--- config.mk ---
export PLATFORM = sky130hd
export DESIGN_NAME = ac_in_frame_fmt
export DESIGN_NICKNAME = d
export VERILOG_FILES = /design/src/rtl/ac_in_fmt_pkg.sv /design/src/rtl/ac_status_slots.sv /design/src/rtl/ac_pcm_router.sv /design/src/rtl/ac_frame_shifter.sv /design/src/rtl/ac_in_frame_fmt.sv
export SDC_FILE = /design/constraint.sdc
export NUM_CORES = 1
export LEC_CHECK = 0
export BUFFER_PORTS_ARGS = -buffer_cell sky130_fd_sc_hd__clkbuf_2
export CAP_MARGIN = 20
export CORE_ASPECT_RATIO = 1.2
export CORE_MARGIN = 2
export CORE_UTILIZATION = 45
export CTS_BUF_LIST = sky130_fd_sc_hd__clkbuf_16
export DETAILED_ROUTE_END_ITERATION = 8
export GPL_ROUTABILITY_DRIVEN = 0
export PLACE_DENSITY = 0.69
export SYNTH_ARGS = -nofsm -noshare
export SYNTH_HDL_FRONTEND = slang
export SYNTH_SLANG_ARGS = --single-unit
--- constraint.sdc ---
create_clock -name clk -period 3.55 [get_ports clk]
set_input_delay 0.355 -clock clk [delete_from_list [all_inputs] [get_ports clk]]
set_output_delay 0.355 -clock clk [all_outputs]
set_load 0.05 [all_outputs]
--- src/rtl/ac_in_fmt_pkg.sv ---
package ac_in_fmt_pkg;

    parameter int unsigned TAG_W     = 16;
    parameter int unsigned SLOT_W    = 20;
    parameter int unsigned NUM_SLOTS = 12;
    parameter int unsigned ADDR_W    = 7;
    parameter int unsigned DATA_W    = 16;
    parameter int unsigned SAMPLE_W  = 20;
    parameter int unsigned FRAME_W   = TAG_W + NUM_SLOTS * SLOT_W;

    // Bit positions inside slot 1 and slot 2
    parameter int unsigned ADDR_LSB  = 12;
    parameter int unsigned DATA_LSB  = 4;
    parameter int unsigned REQ_TOP   = 14;

    typedef enum logic [1:0] {
        PAIR_3_4   = 2'd0,
        PAIR_6_9   = 2'd1,
        PAIR_7_8   = 2'd2,
        PAIR_10_11 = 2'd3
    } pair_e;

    typedef struct packed {
        logic  vra_en;
        logic  adc_ready;
        logic  rate_non48;
        logic  need_sample;
        pair_e pair;
    } route_cfg_t;

    typedef struct packed {
        logic              valid;
        logic [ADDR_W-1:0] addr;
        logic [DATA_W-1:0] data;
    } rd_resp_t;

    typedef struct packed {
        logic                valid;
        logic [SAMPLE_W-1:0] left;
        logic [SAMPLE_W-1:0] right;
    } stereo_t;

    function automatic int unsigned left_slot(pair_e p);
        case (p)
            PAIR_3_4: return 3;
            PAIR_6_9: return 6;
            PAIR_7_8: return 7;
            default:  return 10;
        endcase
    endfunction

    function automatic int unsigned right_slot(pair_e p);
        case (p)
            PAIR_3_4: return 4;
            PAIR_6_9: return 9;
            PAIR_7_8: return 8;
            default:  return 11;
        endcase
    endfunction

    // LSB position of data slot k (1..NUM_SLOTS) inside the frame
    function automatic int unsigned slot_lsb(int unsigned k);
        return FRAME_W - TAG_W - k * SLOT_W;
    endfunction

endpackage

--- src/rtl/ac_status_slots.sv ---
module ac_status_slots
    import ac_in_fmt_pkg::*;
(
    input  rd_resp_t          rd,
    input  route_cfg_t        cfg,
    output logic              rd_tag,
    output logic [SLOT_W-1:0] slot1,
    output logic [SLOT_W-1:0] slot2
);
    logic req_ok;

    assign req_ok = cfg.vra_en && cfg.adc_ready && cfg.rate_non48 && !cfg.need_sample;
    assign rd_tag = rd.valid;

    always_comb begin
        slot1 = '0;
        slot2 = '0;
        if (rd.valid) begin
            slot1[ADDR_LSB +: ADDR_W] = rd.addr;
            slot2[DATA_LSB +: DATA_W] = rd.data;
        end
        for (int unsigned s = 3; s <= NUM_SLOTS; s++) begin
            if (req_ok && (s == left_slot(cfg.pair) || s == right_slot(cfg.pair)))
                slot1[REQ_TOP - s] = 1'b1;
        end
    end
endmodule

--- src/rtl/ac_pcm_router.sv ---
module ac_pcm_router
    import ac_in_fmt_pkg::*;
(
    input  stereo_t                           smp,
    input  pair_e                             pair,
    output logic [NUM_SLOTS-1:0]              tags,
    output logic [NUM_SLOTS-1:0][SLOT_W-1:0]  data
);
    genvar g;
    generate
        for (g = 0; g < NUM_SLOTS; g++) begin : g_slot
            localparam int unsigned SNUM = g + 1;
            if (SNUM < 3) begin : g_ctrl
                assign tags[g] = 1'b0;
                assign data[g] = '0;
            end else begin : g_pcm
                logic is_l, is_r;
                assign is_l    = (SNUM == left_slot(pair));
                assign is_r    = (SNUM == right_slot(pair));
                assign tags[g] = smp.valid && (is_l || is_r);
                assign data[g] = !smp.valid ? '0 :
                                 is_l       ? SLOT_W'(smp.left) :
                                 is_r       ? SLOT_W'(smp.right) : '0;
            end
        end
    endgenerate
endmodule

--- src/rtl/ac_frame_shifter.sv ---
module ac_frame_shifter
    import ac_in_fmt_pkg::*;
(
    input  logic               clk,
    input  logic               rst,
    input  logic               load,
    input  logic [FRAME_W-1:0] frame,
    output logic               sdata
);
    logic [FRAME_W-2:0] rest_q;

    always_ff @(posedge clk) begin
        if (rst) begin
            rest_q <= '0;
            sdata  <= 1'b0;
        end else if (load) begin
            sdata  <= frame[FRAME_W-1];
            rest_q <= frame[FRAME_W-2:0];
        end else begin
            sdata  <= rest_q[FRAME_W-2];
            rest_q <= {rest_q[FRAME_W-3:0], 1'b0};
        end
    end
endmodule

--- src/rtl/ac_in_frame_fmt.sv ---
module ac_in_frame_fmt
    import ac_in_fmt_pkg::*;
(
    input  logic                clk,
    input  logic                rst,
    input  logic                sync,
    input  logic                codec_ready,
    input  logic                rd_req,
    input  logic [ADDR_W-1:0]   rd_addr,
    input  logic [DATA_W-1:0]   rd_data,
    input  logic                adc_strobe,
    input  logic [SAMPLE_W-1:0] adc_left,
    input  logic [SAMPLE_W-1:0] adc_right,
    input  logic                vra_en,
    input  logic                adc_ready,
    input  logic                rate_non48,
    input  logic                need_sample,
    input  logic [1:0]          pair_sel,
    output logic                sdata
);
    logic       sync_d;
    logic       frame_load;
    rd_resp_t   rd_q;
    stereo_t    smp_q;
    route_cfg_t cfg;

    logic                             rd_tag;
    logic [SLOT_W-1:0]                slot1, slot2;
    logic [NUM_SLOTS-1:0]             pcm_tags;
    logic [NUM_SLOTS-1:0][SLOT_W-1:0] pcm_data;
    logic [FRAME_W-1:0]               frame_w;

    assign frame_load = sync && !sync_d;
    assign cfg = '{vra_en: vra_en, adc_ready: adc_ready, rate_non48: rate_non48,
                   need_sample: need_sample, pair: pair_e'(pair_sel)};

    always_ff @(posedge clk) begin
        if (rst) begin
            sync_d <= 1'b0;
            rd_q   <= '0;
            smp_q  <= '0;
        end else begin
            sync_d <= sync;
            if (frame_load) begin
                rd_q.valid  <= 1'b0;
                smp_q.valid <= 1'b0;
            end
            if (rd_req)
                rd_q <= '{valid: 1'b1, addr: rd_addr, data: rd_data};
            if (adc_strobe)
                smp_q <= '{valid: 1'b1, left: adc_left, right: adc_right};
        end
    end

    ac_status_slots u_status (
        .rd    (rd_q),
        .cfg   (cfg),
        .rd_tag(rd_tag),
        .slot1 (slot1),
        .slot2 (slot2)
    );

    ac_pcm_router u_router (
        .smp (smp_q),
        .pair(cfg.pair),
        .tags(pcm_tags),
        .data(pcm_data)
    );

    always_comb begin
        frame_w = '0;
        frame_w[FRAME_W-1] = codec_ready;
        frame_w[FRAME_W-2] = rd_tag;
        frame_w[FRAME_W-3] = rd_tag;
        frame_w[slot_lsb(1) +: SLOT_W] = slot1;
        frame_w[slot_lsb(2) +: SLOT_W] = slot2;
        for (int unsigned k = 3; k <= NUM_SLOTS; k++) begin
            frame_w[FRAME_W-1-k]           = pcm_tags[k-1];
            frame_w[slot_lsb(k) +: SLOT_W] = pcm_data[k-1];
        end
    end

    ac_frame_shifter u_shift (
        .clk  (clk),
        .rst  (rst),
        .load (frame_load),
        .frame(frame_w),
        .sdata(sdata)
    );
endmodule

## Word-level counts from Yosys, hierarchy flattened

Index checks and enable logic that the tools add are counted.

- Register bits: 322
- Bits of input ports: 75
- Logic and storage cells: 125

- Equal/unequal tests: 22
- Mux-type cells: 49
- Bitwise operators: 2
- Reduce and logical (&&, ||, !) cells: 41

Operators by type and width:

| cell | number |
|---|---|
| $mux 20 | 30 |
| $eq 4x32->1 const A | 10 |
| $eq 3x32->1 const A | 8 |
| $mux 255 | 1 |
| $eq 2x32->1 const A | 2 |
| $mux 41 | 1 |
| $logic_and 1x1->1 | 24 |
| $mux 24 | 1 |
| $pmux 4 s3 | 2 |
| $mux 16 | 1 |
| $mux 1 | 12 |
| $logic_or 1x1->1 | 10 |
| $mux 7 | 1 |
| $reduce_bool 2->1 | 2 |
| $reduce_or 3->1 | 1 |
| $eq 2x1->1 const B | 1 |
| $eq 2x2->1 const B | 1 |
| $logic_not 1->1 | 2 |
| $logic_not 2->1 | 1 |
| $not 1->1 | 2 |
| $reduce_or 2->1 | 1 |

## Logic depth before layout (Yosys ltp)

Gate-level depths: netlist of the first run.

- Depth after elaboration: 7
- Mapped depth: 5
- Mapped depth without buffers: 3

## By module

Synthesis of the first run repeated with hierarchy kept, for this count alone.

- Cell total of the unflattened synthesis: 1393
- Area, all modules: 14696.6 µm²

By module, submodules not included:

| module | instances | cells an instance | area each (µm²) | seq. area each (µm²) |
|---|---|---|---|---|
| ac_frame_shifter | 1 | 824 | 9328.9 | 5124.9 |
| ac_pcm_router | 1 | 307 | 2630.0 | 0.0 |
| ac_in_frame_fmt | 1 | 216 | 2413.6 | 1321.3 |
| ac_status_slots | 1 | 46 | 324.1 | 0.0 |

## Worst setup path before layout of the first run

OpenSTA, ideal clock, no wires.

- Path type: input-to-reg
- From: input pair_sel[1]
- To: register u_shift.rest_q[192]
- Library setup time: 0.059 ns
- Arrival: 1.490 ns
- Data required time: 3.491 ns
- Setup slack: 2.001 ns
- Stages on the path: 5
- Path through: buf_6 or4b_4 nor2_8 buf_6 a22o_1

- Cells in the longest elaborated chain, start to end: 7

Ends and longest elaborated chain:

| element | line | source |
|---|---|---|
| start: declaration | ac_in_frame_fmt.sv:18 | `input logic [1:0] pair_sel,` |
| $eq 2x2->1 (tied with other cells) | ac_in_fmt_pkg.sv:44, ac_in_fmt_pkg.sv:53 |  |
| $pmux 4 s3 | ac_in_fmt_pkg.sv:53 | `case (p)` |
| $eq 2x32->1 | ac_pcm_router.sv:19 | `assign is_r = (SNUM == right_slot(pair));` |
| $mux 20 | ac_pcm_router.sv:23 | `is_r ? SLOT_W'(smp.right) : '0;` |
| $mux 20 * | ac_pcm_router.sv:22 | `is_l ? SLOT_W'(smp.left) :` |
| $mux 20 * | ac_pcm_router.sv:21 | `assign data[g] = !smp.valid ? '0 :` |
| $mux 255 * | ac_frame_shifter.sv:16 | `end else if (load) begin` |
| end signal: assignment | ac_frame_shifter.sv:18 | `rest_q <= frame[FRAME_W-2:0];` |
| end signal: assignment | ac_frame_shifter.sv:21 | `rest_q <= {rest_q[FRAME_W-3:0], 1'b0};` |
| end: declaration | ac_frame_shifter.sv:10 | `logic [FRAME_W-2:0] rest_q;` |

Mark *: on every way between the ends. The rest lies on a longest branch, timed or not.
A chain may end at the register's enable or synchronous reset.

## Worst setup path after layout of the first run

- From: register sync_d
- To: register u_shift.rest_q[139]

- Cells in the longest elaborated chain, start to end: 3

Ends and longest elaborated chain:

| element | line | source |
|---|---|---|
| start: declaration | ac_in_frame_fmt.sv:21 | `logic sync_d;` |
| start signal: assignment | ac_in_frame_fmt.sv:43 | `sync_d <= sync;` |
| $logic_not 1->1 | ac_in_frame_fmt.sv:33 | `assign frame_load = sync && !sync_d;` |
| $logic_and 1x1->1 | ac_in_frame_fmt.sv:33 |  |
| $mux 255 | ac_frame_shifter.sv:16 |  |

No other way between the ends.

==> impl_metrics.toml, run 1 <==
[power]
p_leak_nw = 4.95
power_density_nw_per_um2 = 625
peakVddDrop_v = 0.000686

[grt]
grt_pass1_wl_um = 28500
grt_usage_pct = 14.4
antenna_found_initial = 1
grt-ovfl-total = 0
grt_max_degree = 211
grt_pass1_vias = 5608

[yosys]
yosys_warnings = 0
ys_seq_elements = 322
yosysTopAreaCellShare_pct = 65.1
synth_area_leaders = "dfxtp_1 (65%), a22o_1 (17%), mux2i_1 (6.5%)"
postSynthNetCount = 865
netlist_area_um2 = 9900
synthTopCellsByCount = "dfxtp_1 (322), a22o_1 (187), nor2_1 (68)"
async_flop_share_pct = 0
synth_area_per_cell_um2 = 12.5
yosys.area.top_type = "dfxtp_1"
yosysUniqueCellTypes = 26
synth_ff_type = "dfxtp_1"
synthCells = 790
synth-edff-count = 0
synth-seq-area-share_pct = 65.1
synth_most_common_cell = "dfxtp_1"

[placed_design]
place_ws_ns = 1.07
portBuffers = 75
dp_hpwl_um = 9790

[timing]
setup_tns_ns = 0
slew_viol_final = 0
finalCriticalPeriod_ns = 2.41
setup_slack_ns = 1.14
finalCritPeriodShare_pct = 67.8
finClkSkew_ns = 0.0144
rsz0062_at_grt = "false"
holdWs_ns = 0.0482
max_freq_mhz = 415
max-slew-margin-rel_pct = 35.0
setup_violations = 0
hold_viol_final = 0
tightest_slew_ns = 0.972

[critical_path]
crit_path_max_fanout = 210
slowest_delay_ns = 0.74
start_kind = "register"
path_buf_inv = 1
end_kind = "register"
path_class = "reg2reg"
cpLargestDelayFamily = "simple AND/OR/NAND/NOR gates"
crit_arrival_ns = 2.88
path_cells = "nor2b_1, nor2_4, buf_12, a22o_1"
slowest_stage = "nor2_4"
crit_required_ns = 4.02

[run]
cap_violations = 0

[cts]
worstSkewPairLatency_ns = 0.54
cts_buffers = 30
ctsHoldBuffers = 0
cts.path.max_buffers = 3
htreeDepth = 1
clockRootBuffer = "clkbuf_16"
cts_tree = "yes"
clock_sinks = 322
post_cts_buffers = 0
clk_pin_slew_worst_paths_ns = 0.06
ctsResizeCount = 0

[die]
coreArea_um2 = 21600
die_h_um = 166
die-area_um2 = 23200
num_rows = 59
die_w_um = 139
initial_utilization_pct = 45.8
boundaryPins = 76

[route]
wl_per_cell_um = 14.9
antenna_left = 0
detail_route.vias_per_cell = 5.12
vias = 5819
first_pass_iters = 6
drt_iter0_drc = 326
drc = 0
wl_um = 16900

[cells_and_area]
nets = 916
drive_above_1_share_pct = 15.3
diodes = 0
area_growth_pct = 15.0

[worst_hold_path]
min_path_type = "in2reg"

[run_status]
status = "complete, no violations"
tightest hold or removal path, delay by kind of cell:
family                 cells  cell delay (ns)
and+or+nand+nor            1             0.07
muxes                      1             0.05
buffers and inverters      1             0.07
routing by layer:
| layer | vias up | share of wire (%) | GRT usage [%] |
|---|---|---|---|
| li1 | 2920 | - | - |
| met1 | 2771 | 50 | 21.1 |
| met2 | 94 | 44 | 21.7 |
| met3 | 32 | 3.8 | 2.65 |
| met4 | 2 | 2.2 | 4.52 |
| met5 | - | 0.077 | 0 |
flip-flops by register name, summed over array words and instances, names as in the netlist:
| signal | cells |
|---|---|
| u_shift.rest_q | 255 |
| smp_q | 41 |
| rd_q | 24 |
| sync_d | 1 |
| u_shift.sdata | 1 |
cells in the final DEF, fill, tap and decap left out:
cell and count:
a21o_1 12, a22o_1 187, a32o_1 2, and2_1 53, and3_1 1, buf_12 1
buf_16 1, buf_4 5, bufinv_16 4, clkbuf_16 31, clkbuf_2 75, clkinv_1 2
clkinv_2 7, clkinvlp_4 1, conb_1 1, dfxtp_1 322, inv_1 11, mux2i_1 64
nand2_1 1, nand2b_1 1, nand4b_1 1, nand4bb_1 1, nor2_1 65, nor2_4 3
nor2_8 2, nor2b_1 2, nor3_1 1, nor4_1 1, o2bb2ai_1 2, or3_1 1
or3b_2 1, or4b_4 1
kinds of logic after synthesis:
logic type | count (synthesis) | share of synthesized area (%)
simple gates | 135 | 7.23
buf+inv | 65 | 3.34
mux | 64 | 6.47
other cells | 1 | 0.0379
compound gates | 203 | 17.8
flops | 322 | 65.1
per-stage QoR:
| stage | area (µm²) | total power [mW] | std cells | util [%] |
|---|---|---|---|---|
| after floorplan | 9900 | 3.96 | 790 | - |
| after global placement | 10400 | 4.05 | 1082 | 48.0 |
| after detailed placement | 10400 | 4.05 | 1083 | 48.1 |
| after CTS | 11400 | 7.19 | 1137 | 52.6 |
| after global routing | 11400 | 7.38 | 1137 | 52.6 |
| final | 11400 | 7.11 | 1137 | 52.6 |
final timing paths:
check / from / endpoint / slack, ns / cells after the start
max: sync_d$_SDFF_PP0_ / u_shift.rest_q[139]$_SDFF_PP0_ / 1.14 / 4
min: rd_addr[3] / rd_q[19]$_SDFFE_PP0P_ / 0.05 / 3
max reg2reg: sync_d$_SDFF_PP0_ / u_shift.rest_q[139]$_SDFF_PP0_ / 1.14 / 4
min reg2reg: u_shift.rest_q[154]$_SDFF_PP0_ / u_shift.rest_q[155]$_SDFF_PP0_ / 0.42 / 1
power by group:
part           switching (mW)  leakage (nW)  internal (mW)
sequential             0.0537          2.61           3.68
combinational           0.143          1.82         0.0970
clock                    1.29         0.517           1.86
final cells by class:
class | instances | area [µm²]
fillers | 1876 | 10200
repair buffers | 82 | 460
flip-flops and latches | 322 | 6450
well taps | 274 | 343
inverters | 2 | 7.51
multi-input cells | 403 | 3150
clock inverters | 23 | 204
clock buffers | 31 | 776
(Power assumes the default switching activity.)
==> run 2: changes to the inputs <==
==> constraint.sdc (replaced) <==
create_clock -name clk -period 2.5 [get_ports clk]
set_input_delay 0.25 -clock clk [delete_from_list [all_inputs] [get_ports clk]]
set_output_delay 0.25 -clock clk [all_outputs]
set_load 0.05 [all_outputs]
==> run 2 against run 1 <==
Sequential share of layout area is 2.6 points lower. Clock power is 26% higher. Critical endpoint is now u_shift.rest_q[172]$_SDFF_PP0_. Combinational power is 79% higher. Maximum frequency is 36% higher. Critical path type unchanged. Largest cell class unchanged. Worst setup slack worse by 0.41 ns.
==> impl_metrics.toml, run 2 (same netlist as run 1, synthesis figures left out) <==
[cts]
clockRootBuffer = "clkbuf_16"
worstSkewPairLatency_ns = 0.53
cts_tree = "yes"
cts.path.max_buffers = 3
cts_buffers = 29
ctsHoldBuffers = 64
post_cts_buffers = 0
clk_pin_slew_worst_paths_ns = 0.06
htreeDepth = 1
ctsResizeCount = 0
clock_sinks = 322

[route]
drc = 0
antenna_left = 0
drt_iter0_drc = 339
wl_um = 17700
met3_length_um = 585
met2_length_um = 7750
first_pass_iters = 6
vias = 6117
wl_per_cell_um = 14.7
detail_route.vias_per_cell = 5.09
drt-met1-wl_um = 9070
top_layer = "met4"

[critical_path]
crit_arrival_ns = 2.24
end_kind = "register"
start_kind = "register"
path_cells = "or4b_4, nor2_8, a22o_1"
path_buf_inv = 0
slowest_stage = "or4b_4"
slowest_delay_ns = 0.60
crit_path_max_fanout = 42
path_class = "reg2reg"
cpLargestDelayFamily = "simple AND/OR/NAND/NOR gates"
crit_required_ns = 2.97

[cells_and_area]
diodes = 0
max_flop_register = "u_shift.rest_q"
reg.largest.list = "u_shift.rest_q (255), smp_q (41), rd_q (24)"
nets = 982
final_util_pct = 55.2
drive_above_1_share_pct = 13.5
largest_reg_flops = 255
area_growth_pct = 20.5
nFillCells = 1823
layout_common_cells = "dfxtp_1 (322), a22o_1 (187), clkbuf_2 (75), nor2_1 (65)"
layout_commonest_cell = "dfxtp_1"

[placed_design]
portBuffers = 75
place_ws_ns = 0.536
dp_hpwl_um = 9570

[grt]
grt_pass1_wl_um = 29700
grt_max_degree = 133
antenna_found_initial = 0
grt_pass1_vias = 5912
grt-ovfl-total = 0
grt_usage_pct = 15.1

[die]
die-area_um2 = 23200
coreArea_um2 = 21600
num_rows = 59
die_h_um = 166
initial_utilization_pct = 45.8
die_w_um = 139
boundaryPins = 76

[power]
p_total_mw = 9.69
peakVddDrop_v = 0.000835
p_leak_nw = 5.15
power_density_nw_per_um2 = 812

[timing]
max-slew-margin-rel_pct = 45.5
slew_viol_final = 0
finalCriticalPeriod_ns = 1.77
finalCritPeriodShare_pct = 70.8
rsz0062_at_grt = "false"
setup_slack_ns = 0.730
finClkSkew_ns = 0.0143
hold_viol_final = 0
setup_violations = 0
max_freq_mhz = 565
holdWs_ns = 0.0210
tightest_slew_ns = 0.818
setup_tns_ns = 0

[run]
cap_violations = 0

[run_status]
status = "complete, no violations"

[worst_hold_path]
min_path_type = "in2reg"
## run 2: changes by cell type in the layout (fill, tap and decap cells not counted), sizes merged
cell,before,now
buf,7,10
clkbuf,106,104
clkinv,9,12
dlygate4sd3,0,64
bufinv,4,1
## run 2: tightest hold or removal path, stage by stage
cell and delay (ns):
clkbuf_2 0.11, mux2i_1 0.07, nor2_1 0.08
## run 2: layout make-up
type | count | area [µm²] | share of cell area, %
Sequential cell | 322 | 6450 | 54.0
Multi-Input combinational cell | 403 | 3150 | 26.4
Timing Repair Buffer | 149 | 1140 | 9.52
Clock buffer | 29 | 726 | 6.08
Tap cell | 274 | 343 | 2.87
Clock inverter | 23 | 123 | 1.03
Inverter | 2 | 7.51 | 0.0629
## run 2: per-stage QoR
stage                     instance area, µm²  cells
after global routing                   11900   1202
after detailed placement               10400   1085
after global placement                 10400   1085
final                                  11900   1202
after floorplan                         9900    790
after CTS                              11900   1201
## run 2: metal layers
metal | GRT usage, % | vias up
met5 | 0 | -
met4 | 3.95 | 0
met3 | 2.30 | 20
met2 | 23.1 | 89
met1 | 22.3 | 2969
li1 | - | 3039
## run 2: where the power goes
| group | leakage [nW] | total (mW) | internal, mW | switching, mW |
|---|---|---|---|---|
| sequential | 2.61 | 5.30 | 5.22 | 0.0768 |
| combinational | 2.10 | 0.430 | 0.208 | 0.222 |
| clock | 0.440 | 3.96 | 2.19 | 1.77 |
| total | 5.15 | 9.69 | 7.62 | 2.07 |
## run 2: final timing paths
| kind | start | endpoint | slack [ns] | cells after the start |
|---|---|---|---|---|
| max reg2reg | sync_d$_SDFF_PP0_ | u_shift.rest_q[172]$_SDFF_PP0_ | 0.73 | 3 |
| min reg2reg | u_shift.rest_q[239]$_SDFF_PP0_ | u_shift.rest_q[240]$_SDFF_PP0_ | 0.42 | 1 |
| min | adc_right[1] | smp_q[1]$_SDFFE_PP0P_ | 0.02 | 3 |
| max | sync_d$_SDFF_PP0_ | u_shift.rest_q[172]$_SDFF_PP0_ | 0.73 | 3 |
